==> src/rtl/lcd_digit_pkg.sv <==
package lcd_digit_pkg;
  localparam int CODE_W = 4;
  localparam int SEG_W  = 7;

  typedef logic [CODE_W-1:0] code_t;
  typedef logic [SEG_W-1:0]  seg_t;

  // Glyph lookup, bit 0 = segment a ... bit 6 = segment g
  function automatic seg_t glyph(input code_t c);
    seg_t s;
    unique case (c)
      4'd0:  s = 7'h3F;
      4'd1:  s = 7'h06;
      4'd2:  s = 7'h5B;
      4'd3:  s = 7'h4F;
      4'd4:  s = 7'h66;
      4'd5:  s = 7'h6D;
      4'd6:  s = 7'h7D;
      4'd7:  s = 7'h07;
      4'd8:  s = 7'h7F;
      4'd9:  s = 7'h6F;
      4'd10: s = 7'h38;  // L
      4'd11: s = 7'h76;  // H
      4'd12: s = 7'h73;  // P
      4'd13: s = 7'h77;  // A
      4'd14: s = 7'h40;  // dash
      default: s = 7'h00; // blank
    endcase
    return s;
  endfunction
endpackage

==> src/rtl/code_latch.sv <==
module code_latch #(
  parameter int W = 4,
  parameter logic [W-1:0] RST_CODE = '1
) (
  input  logic         clk,
  input  logic         rst_n,
  input  logic         strobe_i,
  input  logic [W-1:0] code_i,
  output logic [W-1:0] code_o
);
  logic [W-1:0] held_q;
  logic [W-1:0] held_d;
  logic         held_en;

  assign held_en = strobe_i;

  always_comb begin
    held_d = held_q;
    if (held_en) held_d = code_i;
  end

  always_ff @(posedge clk or negedge rst_n) begin
    if (!rst_n) held_q <= RST_CODE;
    else        held_q <= held_d;
  end

  assign code_o = strobe_i ? code_i : held_q;

  // with strobe low on consecutive cycles the shown code cannot move
  a_r6_hold_stable: assert property (@(posedge clk) disable iff (!rst_n)
    (!strobe_i && !$past(strobe_i)) |-> (code_o == $past(code_o)));

  // on the falling strobe the last transparent code is kept
  a_r6_capture_on_fall: assert property (@(posedge clk) disable iff (!rst_n)
    ($past(strobe_i) && !strobe_i) |-> (code_o == $past(code_i)));
endmodule

==> src/rtl/glyph_decoder.sv <==
module glyph_decoder
  import lcd_digit_pkg::*;
(
  input  code_t code_i,
  output seg_t  sel_o
);
  always_comb sel_o = glyph(code_i);
endmodule

==> src/rtl/polarity_stage.sv <==
module polarity_stage #(
  parameter int N = 7
) (
  input  logic [N-1:0] sel_i,
  input  logic         df_i,
  output logic [N-1:0] drv_o
);
  for (genvar i = 0; i < N; i++) begin : g_seg
    assign drv_o[i] = sel_i[i] ^ df_i;
  end
endmodule

==> src/rtl/lcd_digit_driver.sv <==
module lcd_digit_driver
  import lcd_digit_pkg::*;
(
  input  logic              clk,
  input  logic              rst_n,
  input  logic              strobe,
  input  logic [CODE_W-1:0] code_in,
  input  logic              df_in,
  output logic [SEG_W-1:0]  seg_out,
  output logic              df_out
);
  code_t shown_code;
  seg_t  sel;

  code_latch #(.W(CODE_W), .RST_CODE({CODE_W{1'b1}})) u_latch (
    .clk      (clk),
    .rst_n    (rst_n),
    .strobe_i (strobe),
    .code_i   (code_in),
    .code_o   (shown_code)
  );

  glyph_decoder u_dec (
    .code_i (shown_code),
    .sel_o  (sel)
  );

  polarity_stage #(.N(SEG_W)) u_pol (
    .sel_i (sel),
    .df_i  (df_in),
    .drv_o (seg_out)
  );

  assign df_out = df_in;

  // a toggle of df_in over an unchanged code flips every segment
  a_r4_df_toggle_flips: assert property (@(posedge clk) disable iff (!rst_n)
    ((df_in != $past(df_in)) && (shown_code == $past(shown_code)))
      |-> (seg_out == ~$past(seg_out)));

  // common-electrode drive tracks the display frequency
  a_r7_df_follow: assert property (@(posedge clk) disable iff (!rst_n)
    df_out == df_in);

  // a blank digit never drives a segment opposite to df
  a_r8_blank_is_df: assert property (@(posedge clk) disable iff (!rst_n)
    (shown_code == 4'hF) |-> (seg_out == {SEG_W{df_in}}));

  // digit 8 with df low lights every segment
  a_r9_eight_full: assert property (@(posedge clk) disable iff (!rst_n)
    (shown_code == 4'd8 && !df_in) |-> (&seg_out));
endmodule

==> config.mk <==
export PLATFORM = sky130hd
export DESIGN_NAME = lcd_digit_driver
export DESIGN_NICKNAME = d
export VERILOG_FILES = /design/src/rtl/lcd_digit_pkg.sv /design/src/rtl/code_latch.sv /design/src/rtl/glyph_decoder.sv /design/src/rtl/polarity_stage.sv /design/src/rtl/lcd_digit_driver.sv
export SDC_FILE = /design/constraint.sdc
export NUM_CORES = 1
export LEC_CHECK = 0
export ABC_AREA = 1
export BUFFER_PORTS_ARGS = -buffer_cell sky130_fd_sc_hd__buf_2
export CAP_MARGIN = 20
export CORE_AREA = 2 2 39 41
export CTS_BUF_LIST = sky130_fd_sc_hd__clkbuf_8
export DETAILED_ROUTE_END_ITERATION = 12
export DIE_AREA = 0 0 41 43
export PLACE_DENSITY_LB_ADDON = 0.1
export SYNTH_ARGS = -nofsm -noshare
export SYNTH_HDL_FRONTEND = slang
export SYNTH_SLANG_ARGS = --single-unit
==> constraint.sdc <==
create_clock -name clk -period 2.32 [get_ports clk]
set_input_delay 0.464 -clock clk [delete_from_list [all_inputs] [get_ports clk]]
set_output_delay 0.464 -clock clk [all_outputs]
set_load 0.02 [all_outputs]
# ---- After elaboration in Yosys (flattened, before gate mapping)
# Memory sizes are Yosys's and may differ from the RTL's.
# Cells that the tools add are included.
dict set report word_totals {
  reg_bits 4
  rom_bits 112
  in_bits 8
  out_inout_bits 8
  word_cells 10
  n_memories 1
}
# name words width rd rd_clocked_by_memory_dff write_ports line
set memory_table {}
lappend memory_table {{(name not given)} 16 7 1 0 0 lcd_digit_pkg.sv:11} ;# unique case (c)
dict set report op_classes {
  n_mux 1
  bitwise_logic 7
}
# op count
set op_table {}
lappend op_table {{bitwise XOR 1 bit} 7}
lappend op_table {{2-to-1 mux 4 bit} 1}

# ---- Longest topological paths before layout
# Gate-level depths: netlist of the first run.
# An unclocked memory read counts as a cell.
dict set report depth {
  ltp_word 3
  mapped_depth 12
}

# ---- Cells and area by module
# Synthesis of the first run repeated with hierarchy kept, for this count alone.
dict set report unflattened {
  hier_cells 100
  area_unflattened_um2 548.0
}
# module n_inst cells_each area_per_inst_um2 seq_area_each_um2
set by_module_without_submodules {}
lappend by_module_without_submodules {glyph_decoder 1 52 266.5 0.0}
lappend by_module_without_submodules {code_latch 1 17 153.9 105.1}
lappend by_module_without_submodules {polarity_stage 1 30 120.1 0.0}
lappend by_module_without_submodules {lcd_digit_driver 1 1 7.5 0.0}

# ---- Worst setup path before layout of the first run
# No wires, ideal clock.
dict set report synth_timing {
  kind {input-to-output}
  start {input strobe}
  end {output seg_out[5]}
  arrival_ns 1.572
  required_ns 1.856
  setup_slack_ns 0.284
  path_stages 11
  cell_sequence {buf_6 > inv_6 > nand2_1 > nand2_1 > inv_1 > ha_1 > nand2_2 > nand2_1 > nand2_1 > nand3_1 > nand2_1}
}
dict set report synth_via {
  elab_chain_len 3
}
# item line
set synth_lines {}
lappend synth_lines {{start, declared} lcd_digit_driver.sv:6} ;# input logic strobe,
lappend synth_lines {{2-to-1 mux 4 bit} -}
lappend synth_lines {{net shown_code[0]} lcd_digit_driver.sv:12} ;# code_t shown_code;
lappend synth_lines {{memory read (16 x 7 bit)} -}
lappend synth_lines {{bitwise XOR 1 bit} polarity_stage.sv:9} ;# assign drv_o[i] = sel_i[i] ^ df_i;
lappend synth_lines {{end, declared} lcd_digit_driver.sv:9} ;# output logic [SEG_W-1:0] seg_out,
# The timed path passes the listed nets, and every way through them passes these cells.

# ---- Final worst setup path of the first run
dict set report layout_timing {
  start {register u_latch.held_q[0]}
  end {output seg_out[3]}
}
dict set report layout_via {
  elab_chain_len 3
}
# item line
set layout_lines {}
lappend layout_lines {{start, declared} code_latch.sv:11} ;# logic [W-1:0] held_q;
lappend layout_lines {{start signal, assigned} code_latch.sv:24} ;# else held_q <= held_d;
lappend layout_lines {{2-to-1 mux 4 bit} -}
lappend layout_lines {{memory read (16 x 7 bit)} -}
lappend layout_lines {{bitwise XOR 1 bit} polarity_stage.sv:9}
# No other way between the ends.

==> metrics.md, run 1 <==
| Metric | Value |
|---|---|
| Status | `complete, no violations` |
| Largest regs | `u_latch.held_q x4` |
| FF+latch count, synth | `4` |
| PwrDens | `545.8 mW/mm^2` |
| Nets | `around 130` |
| Vias per cell | `roughly 4.7` |
| Fillers | `between 150 and 200` |
| Register area share after synthesis | `0.1776` |
| Clk_lat worst skew | `between 0.2 and 0.25 ns` |
| Max Slew Vio Count | `0` |
| Max reg flops | `4` |
| RR Startpoint | `u_latch.held_q[1]$_DFF_PN1_` |
| Clock Path Buffers | `2` |
| Minimum clock period after layout | `2.195 ns` |
| Cell taking the most area after synthesis | `nand2_1` |
| Yosys Warn Count | `0` |
| Number of global-route vias before repair | `499` |
| Port Buffers | `15` |
| Combinational power share | `0.437` |
| Share of layout cells above drive strength 1 | `0.2931` |
| Length in cells of the worst reg-to-reg path | `4` |
| Commonest non-fill, non-tap cell in the layout | `nand2_1` |
| Core Box Area | `0.001384 mm^2` |
| CP max stage cell | `dfstp_2` |
| CP max stage delay | `~0.5 ns` |
| F_max | `0.4555 GHz` |
| Vias | `616` |
| Top cell by count, worst path | `nand2_1` |
| CTS root buf | `clkbuf_8` |
| Drt pass-1 iters | `3` |
| Most flops, register | `u_latch.held_q` |
| Switching pwr | `149.3 uW` |
| Final wirelength | `1.281 mm` |
| Hpwl dp | `approximately 940 um` |
| R2r endpoint | `u_latch.held_q[1]$_DFF_PN1_` |
| Peak VDD IR | `530.9 uV` |
| Final hold vios | `0` |
| Initial antenna violation count | `0` |
| Critical Path RT | `1.86 ns` |
| Mapped Nets | `114` |
| Routability Congestion | `0.7812` |
| Crit. End Element | `output pin` |
| ANT cells | `0` |
| Clock-pin slew on the worst setup and hold paths | `0.03 ns` |
| Top-area cell type share of the netlist area | `0.3298` |
| Area contributors post-synth | `nand2_1 (33%), dfstp_2 (18%), ha_1 (15%), nand3_1 (11%), inv_1 (7.0%)` |
| Final Cycle Share | `0.9462` |
| Clock Sinks | `4` |
| Max-cap violations | `0` |
| Sequential Power Share | `0.207` |
| Die Span X | `41 um` |
| CTS H-Tree Depth | `1` |
| Syn Std Cell Area | `around 590 um^2` |
| Grt total ovfl | `0` |
| Io pins | `16` |
| P_leak | `approximately 0.44 nW` |
| Setup slack, reg-to-reg | `1.35 ns` |
| Crit start category | `flip-flop` |
| Total chip power | `between 400 and 500 uW` |
| Internal power | `~250 uW` |
| Clk pwr share | `0.355` |
| Num CTS Buffers | `3` |
| Crit path max fanout | `6` |
| Final core area utilization | `0.5326` |
| Placement Rows | `14` |
| Avg WL per Cell | `9.705 um` |
| Hold Path Class | `in -> async` |
| Critical Path AT | `1.73 ns` |
| Sw Ratio | `0.3711` |
| Area Overhead vs Synth | `24.52%` |
| Final ANT Viol Nets | `0` |
| Largest net degree at the start of global routing | `11` |
| Layout Skew | `0 ns` |
| Chip Height | `43 um` |
| CP Class | `reg -> out` |
| Initial core utilization | `0.4277` |
| DRC viols | `0` |
| Syn Area/Cell | `5.978 um^2` |
| Initial DRC Count | `13` |
| Die Area | `0.001763 mm^2` |
| CTS tree | `built` |
| RSZ-0062 raised after global routing | `true` |
| Critical Path, Cell by Cell | `inv_1 -> nand2_1 -> nand2_4 -> ha_1 -> nand2_1 -> nand3_1 -> nand2_1 -> nand2_1 -> nand2_1 -> buf_2` |
| First-pass GRT wire length | `2.187 mm` |
| # setup viols final | `0` |
| Cells after Synth | `99` |
| GRT Overall Usage | `0.1782` |
| Synth unique cells | `13` |
| Relative slew margins | `0.6980` |
| Worst-Margin Slew | `around 0.45 ns` |
| Commonest non-fill, non-tap cells in the layout | `nand2_1 (49), buf_2 (14), nand3_1 (13)` |
-- per-stage QoR --
stage	hold WS [ns]	instance area [um^2]	TNS (ns)	worst slack, ns	instances
after global routing	0.2339	737.0	-0.001094	-0.001094	132
after global placement	0.4460	668.1	0	0.02756	128
after floorplan	0.3162	591.8	0	0.2843	99
after CTS	0.2191	709.4	0	0.01638	131
after detailed placement	0.4474	668.1	0	0.005745	128
final	0.2212	737.0	0	0.1247	132
-- synthesized netlist by cell type --
cell type and instances:
nand3b_1 1, inv_1 11, nand3_1 13, nand2_1 52, buf_4 2, inv_6 1
o21ai_1 3, o21ai_4 1, nand2_4 1, ha_1 7, buf_6 1, nand2_2 2
dfstp_2 4
-- worst max-delay path, delay by kind of cell, from the launching register on --
| family | cells | cell delay (ns) |
|---|---|---|
| and+or+nand+nor | 7 | 0.53 |
| adders and majority gates | 1 | 0.30 |
| DFF | 1 | 0.50 |
| buffers and inverters | 2 | 0.18 |
-- how the worst max path moves through the flow --
stage | slack (ns) | startpoint | endpoint
2_1_floorplan | 0.28 | strobe | seg_out[5]
3_3_place_gp | 0.03 | strobe | seg_out[5]
3_5_place_dp | 0.006 | strobe | seg_out[5]
4_1_cts | 0.02 | u_latch.held_q[0]$_DFF_PN1_ | seg_out[5]
5_1_grt | -0.001 | u_latch.held_q[1]$_DFF_PN1_ | seg_out[5]
6_report | 0.12 | u_latch.held_q[0]$_DFF_PN1_ | seg_out[3]
-- cells by family (layout without fill, tap and decap cells) --
group | Yosys count | count (layout) | synth area share
AOI/OAI and AO/OA | 4 | 4 | 0.05285
adders and majority gates | 7 | 7 | 0.1480
buffers and inverters | 15 | 32 | 0.1290
DFF | 4 | 4 | 0.1776
and+or+nand+nor | 69 | 69 | 0.4926
-- timing repair --
| item | 4_1_cts | 5_1_grt |
|---|---|---|
| resized for setup | 1 | 7 |
| hold buffers | 0 | 0 |
| endpoints found under the setup margin | 3 | 7 |
| setup buffers | 0 | 1 |
-- layout make-up --
cell class	instances	area, um^2	area share
Inverter	12	52.55	0.07131
Multi-Input combinational cell	80	425.4	0.5772
Clock buffer	3	41.29	0.05603
Sequential cell	4	105.1	0.1426
Tap cell	16	20.02	0.02716
Timing Repair Buffer	17	92.59	0.1256
-- power by group through the flow --
| stage | sequential [mW] | clock, mW | combinational [mW] |
|---|---|---|---|
| 5_1_grt | 0.0844 | 0.156 | 0.200 |
| 6_report | 0.0834 | 0.143 | 0.176 |
| 3_3_place_gp | 0.0841 | 0 | 0.167 |
| 4_1_cts | 0.0835 | 0.148 | 0.168 |
| 2_1_floorplan | 0.0833 | 0 | 0.127 |
| 3_5_place_dp | 0.0841 | 0 | 0.167 |
-- routing by layer --
metal | vias to the layer above | global-route usage | routed length [um]
met3 | 2 | 0.01571 | 28
met5 | - | 0 | 0
met1 | 269 | 0.2597 | 660
met2 | 9 | 0.2563 | 576
met4 | 0 | 0.08000 | 16
li1 | 336 | - | -
No activity file was read; power rests on OpenSTA's default activity.
==> inputs of run 2 (changes only) <==
BUFFER_PORTS_ARGS = default   (was -buffer_cell sky130_fd_sc_hd__buf_2)
DONT_BUFFER_PORTS = 1   (was default)
clock period = 2.6 ns   (was 2.32 ns; I/O delays follow)
==> run 2 against run 1 <==
Sequential power down 11%. Wire length fell by 8.3%. Critical path depth is 1 lower.
==> metrics.md, run 2 (synthesis gave the netlist of run 1 again) <==
| Metric | Value |
|---|---|
| Hold Path Class | `in -> async` |
| Commonest non-fill, non-tap cells in the layout | `nand2_1 (52), nand3_1 (13), inv_1 (11)` |
| CTS root buf | `clkbuf_8` |
| Share of layout cells above drive strength 1 | `0.1300` |
| Hpwl dp | `922 um` |
| Max-cap violations | `0` |
| RSZ-0062 raised after global routing | `false` |
| Largest regs | `u_latch.held_q x4` |
| PwrDens | `a little over 500 mW/mm^2` |
| R2r endpoint | `u_latch.held_q[0]$_DFF_PN1_` |
| Die Area | `0.001763 mm^2` |
| Drt pass-1 iters | `4` |
| Largest net degree at the start of global routing | `11` |
| CP Class | `reg -> out` |
| Post-CTS Setup Inserts | `0` |
| Final hold vios | `0` |
| CTS H-Tree Depth | `1` |
| Peak VDD IR | `307.6 uV` |
| CTS tree | `built` |
| First-pass GRT wire length | `2.111 mm` |
| Chip Height | `roughly 43 um` |
| Relative slew margins | `0.7014` |
| Crit. End Element | `output pin` |
| Final Cycle Share | `0.8850` |
| Number of global-route vias before repair | `just under 500` |
| Max reg flops | `4` |
| Length in cells of the worst reg-to-reg path | `4` |
| GRT Overall Usage | `0.1732` |
| Clock-pin slew on the worst setup and hold paths | `0.03 ns` |
| Port Buffers | `0` |
| Setup slack, reg-to-reg | `~1.7 ns` |
| Clock Path Buffers | `2` |
| Routability Congestion | `0.7595` |
| Avg WL per Cell | `just over 10 um` |
| Minimum clock period after layout | `2.301 ns` |
| Critical Path RT | `between 2 and 2.5 ns` |
| Io pins | `16` |
| F_max | `between 0.4 and 0.5 GHz` |
| # setup viols final | `0` |
| ANT cells | `0` |
| Status | `complete, no violations` |
| Crit start category | `flip-flop` |
| Nets | `117` |
| Area Overhead vs Synth | `7.188%` |
| Most flops, register | `u_latch.held_q` |
| Initial core utilization | `0.4277` |
| Max Slew Vio Count | `0` |
| Initial antenna violation count | `0` |
| P_leak | `0.3767 nW` |
| DRC viols | `0` |
| Hold slack | `0.1504 ns` |
| Placement Rows | `14` |
| CP Launch Point | `u_latch.held_q[1]$_DFF_PN1_` |
| CTS Hold Bufs | `0` |
| Total chip power | `324.3 uW` |
| Worst-Margin Slew | `0.4448 ns` |
| Count of cells resized by post-cts repair | `0` |
| Final ANT Viol Nets | `0` |
| Num CTS Buffers | `3` |
| Clock Sinks | `4` |
| RR Startpoint | `u_latch.held_q[0]$_DFF_PN1_` |
| Crit path max fanout | `7` |
| Layout Skew | `0 ns` |
| Worst setup path end | `seg_out[3]` |
| Fin area | `634.4 um^2` |
| Final wirelength | `1.175 mm` |
| Vias per cell | `4.733` |
| Dpl cell area | `593.1 um^2` |
| Setup_tns | `0 ns` |
| Core Box Area | `between 0.001 and 0.0015 mm^2` |
| Critical Path AT | `1.78 ns` |
| Grt total ovfl | `0` |
| Die Span X | `41 um` |
| Initial DRC Count | `6` |
| Clk_lat worst skew | `0.21 ns` |
| Commonest non-fill, non-tap cell in the layout | `nand2_1` |
| Vias | `549` |
-- run 2: cell count changes in the layout (fill, tap and decap cells not counted), moves of 2 or more --
cell	previous run	this run
buf_2	14	0
buf_4	3	1
nand2_2	4	2
nand2_1	49	52
-- run 2: per-stage QoR --
step,setup WS (ns),util,std cells
after global placement,0.4642,0.4286,113
after global routing,0.09301,0.4584,116
after detailed placement,0.4446,0.4286,113
after CTS,0.2743,0.4584,116
final,0.2990,0.4584,116
after floorplan,0.4523,-,99
-- run 2: final cells by class --
cell class | count | area [um^2]
Clock buffer | 3 | 41.29
Fill cell | 166 | 749.5
Inverter | 12 | 50.05
Multi-Input combinational cell | 80 | 410.4
Sequential cell | 4 | 105.1
Tap cell | 16 | 20.02
Timing Repair Buffer | 1 | 7.507
-- run 2: worst max-delay path: stages, from the launching register on --
cell	delay (ns)
dfstp_2	0.50
inv_1	0.05
nand2_1	0.05
nand2_1	0.17
ha_1	0.33
nand2_1	0.09
nand3_1	0.10
nand2_1	0.08
nand2_1	0.05
nand2_1	0.16
-- run 2: how the worst min path moves through the flow --
stage / slack (ns) / cells after the start / start / end
2_1_floorplan: 0.37 / 0 / rst_n / u_latch.held_q[0]$_DFF_PN1_
3_3_place_gp: 0.37 / 0 / rst_n / u_latch.held_q[1]$_DFF_PN1_
3_5_place_dp: 0.37 / 0 / rst_n / u_latch.held_q[1]$_DFF_PN1_
4_1_cts: 0.14 / 0 / rst_n / u_latch.held_q[0]$_DFF_PN1_
5_1_grt: 0.14 / 0 / rst_n / u_latch.held_q[0]$_DFF_PN1_
6_report: 0.15 / 0 / rst_n / u_latch.held_q[0]$_DFF_PN1_
-- run 2: report_power, final --
group	internal, mW	switching, mW
Sequential	0.0723	0.00192
Clock	0.0984	0.0288
Combinational	0.0355	0.0874
-- run 2: per-layer routing --
layer / track usage / share of wire
met4: 0.08000 / 0
met1: 0.2240 / 0.48
met5: 0 / 0
met2: 0.2656 / 0.48
met3: 0.03141 / 0.035
==> inputs of run 3 (changes only) <==
PLACE_DENSITY_LB_ADDON = default   (was 0.1)
==> run 3 against run 2 <==
Wire length barely moved. Fmax fell by 0.59%. Final cell count fell by 0.86%. Via count rose by 2.0%. Design area fell by 0.59%. Sequential power barely moved. Power rose by 1.7%. Critical path type unchanged.
==> metrics.md, run 3 (synthesis gave the netlist of run 1 again) <==
| Metric | Value |
|---|---|
| Status | `complete, no violations` |
| Crit. End Element | `output pin` |
| RSZ-0062 raised after global routing | `false` |
| Clock Sinks | `4` |
| Max Slew Vio Count | `0` |
| Clk pwr share | `0.405` |
| Post-route insts no fill | `about 120` |
| Avg WL per Cell | `10.21 um` |
| F_max | `0.4320 GHz` |
| Fin area | `630.6 um^2` |
| Port Buffers | `0` |
| CTS root buf | `clkbuf_8` |
| Die Area | `0.001763 mm^2` |
| # setup viols final | `0` |
| Hold Path Class | `in -> async` |
| Final ANT Viol Nets | `0` |
| Number of global-route vias before repair | `approximately 500` |
| Fillers | `148` |
| Critical Path RT | `around 2.1 ns` |
| Hpwl dp | `909.1 um` |
| Placed instance count | `112` |
| Critical path buffers and inverters | `2` |
| Drt pass-1 iters | `4` |
| CP max stage delay | `0.50 ns` |
| Max reg flops | `4` |
| Relative slew margins | `0.7008` |
| Max-cap violations | `0` |
| Clock-pin slew on the worst setup and hold paths | `0.03 ns` |
| Internal power | `205.5 uW` |
| Peak VDD IR | `around 400 uV` |
| Chip Height | `43 um` |
| Hold slack | `roughly 0.14 ns` |
| Dpl cell area | `585.6 um^2` |
| CTS H-Tree Depth | `1` |
| CP Class | `reg -> out` |
| Top cell by count, worst path | `nand2_1` |
| P_leak | `0.3732 nW` |
| Critical Path, Cell by Cell | `inv_1 -> nand2_1 -> nand2_1 -> inv_1 -> ha_1 -> nand2_2 -> nand2_1 -> nand2_1 -> nand2_1 -> nand2_1 -> nand2_1` |
| Setup_tns | `0 ns` |
| Most flops, register | `u_latch.held_q` |
| Share of layout cells above drive strength 1 | `0.1313` |
| Length in cells of the worst reg-to-reg path | `4` |
| GRT Overall Usage | `0.1663` |
| Sw Ratio | `0.3773` |
| RR Startpoint | `u_latch.held_q[0]$_DFF_PN1_` |
| Minimum clock period after layout | `between 2 and 2.5 ns` |
| Final wirelength | `1.174 mm` |
| Commonest non-fill, non-tap cell in the layout | `nand2_1` |
| Clock Path Buffers | `2` |
| Setup slack, reg-to-reg | `1.63 ns` |
| Clk_lat worst skew | `approximately 0.22 ns` |
| Crit start category | `flip-flop` |
| Core Box Area | `0.001384 mm^2` |
| Initial DRC Count | `8` |
| Layout Skew | `0 ns` |
| Critical Path AT | `between 1.5 and 2 ns` |
| Vias per cell | `4.870` |
| CTS tree | `built` |
| Sequential Power Share | `0.226` |
| Grt total ovfl | `0` |
| ANT cells | `0` |
| Initial core utilization | `0.4277` |
| Num CTS Buffers | `3` |
| Routability Congestion | `0.7918` |
| Placement Rows | `14` |
| Combinational power share | `0.369` |
| CP max stage cell | `dfstp_2` |
| Nets | `roughly 120` |
| Largest net degree at the start of global routing | `11` |
| Crit path max fanout | `6` |
| CTS Hold Bufs | `0` |
| First-pass GRT wire length | `2.007 mm` |
| Largest regs | `u_latch.held_q x4` |
| Final Cycle Share | `0.8903` |
| Delay-heaviest family, CP | `simple AND/OR/NAND/NOR gates` |
| Io pins | `16` |
| R2r endpoint | `u_latch.held_q[0]$_DFF_PN1_` |
| Area Overhead vs Synth | `6.554%` |
| Worst-Margin Slew | `0.4458 ns` |
| Commonest non-fill, non-tap cells in the layout | `nand2_1 (52), nand3_1 (13), inv_1 (11)` |
| PwrDens | `523.2 mW/mm^2` |
| Switching pwr | `124.5 uW` |
| Final hold vios | `0` |
| Vias | `560` |
| DRC viols | `0` |
| Initial antenna violation count | `0` |
| Die Span X | `between 40 and 50 um` |
-- run 3: how the worst max path moves through the flow --
stage | depth (start not counted) | to | from
after floorplan | 11 | seg_out[5] | strobe
after global placement | 9 | seg_out[5] | u_latch.held_q[1]$_DFF_PN1_
after detailed placement | 9 | seg_out[5] | u_latch.held_q[1]$_DFF_PN1_
after CTS | 9 | seg_out[5] | u_latch.held_q[1]$_DFF_PN1_
after global routing | 9 | seg_out[3] | u_latch.held_q[1]$_DFF_PN1_
final | 11 | seg_out[5] | u_latch.held_q[0]$_DFF_PN1_
-- run 3: through the flow --
step / worst slack [ns] / util / power (mW)
6_report: 0.2852 / 0.4557 / 0.3300
3_5_place_dp: 0.3720 / 0.4231 / 0.1964
5_1_grt: 0.08700 / 0.4557 / 0.3543
3_3_place_gp: 0.3619 / 0.4231 / 0.1964
2_1_floorplan: 0.4523 / - / 0.1874
4_1_cts: 0.1359 / 0.4530 / 0.3352
-- run 3: layer usage --
layer  GRT usage  wire (um)  up-vias
li1            -          -      305
met1      0.2182        559      245
met2      0.2500        553        8
met3     0.01571         33        2
met4      0.1000         27        0
met5           0          0        -
-- run 3: layout make-up --
cell class                      count  area (um^2)  area share
Sequential cell                     4        105.1      0.1667
Multi-Input combinational cell     80        414.1      0.6567
Clock buffer                        3        41.29     0.06548
Tap cell                           16        20.02     0.03175
Inverter                           12        50.05     0.07937
-- run 3: power groups by stage --
stage	logic (mW)	clock network, mW	registers, mW
global route	0.139	0.140	0.0756
global placement	0.121	0	0.0750
CTS	0.122	0.139	0.0744
finish	0.122	0.134	0.0744
detailed placement	0.121	0	0.0750
floorplan	0.113	0	0.0743
-- run 3: worst reg2reg max path: cells and delay by family, from the launching register on --
family	cells	cell delay (ns)
buffers and inverters	2	0.19
AND/OR/NAND/NOR	2	0.19
flip-flops	1	0.50
-- run 3: timing repair --
item / 4_1_cts / 5_1_grt
resized for setup: 0 / 1
buffers inserted: 0 / 0
setup endpoints to repair: 0 / 3
endpoints found under the hold margin: 0 / 0
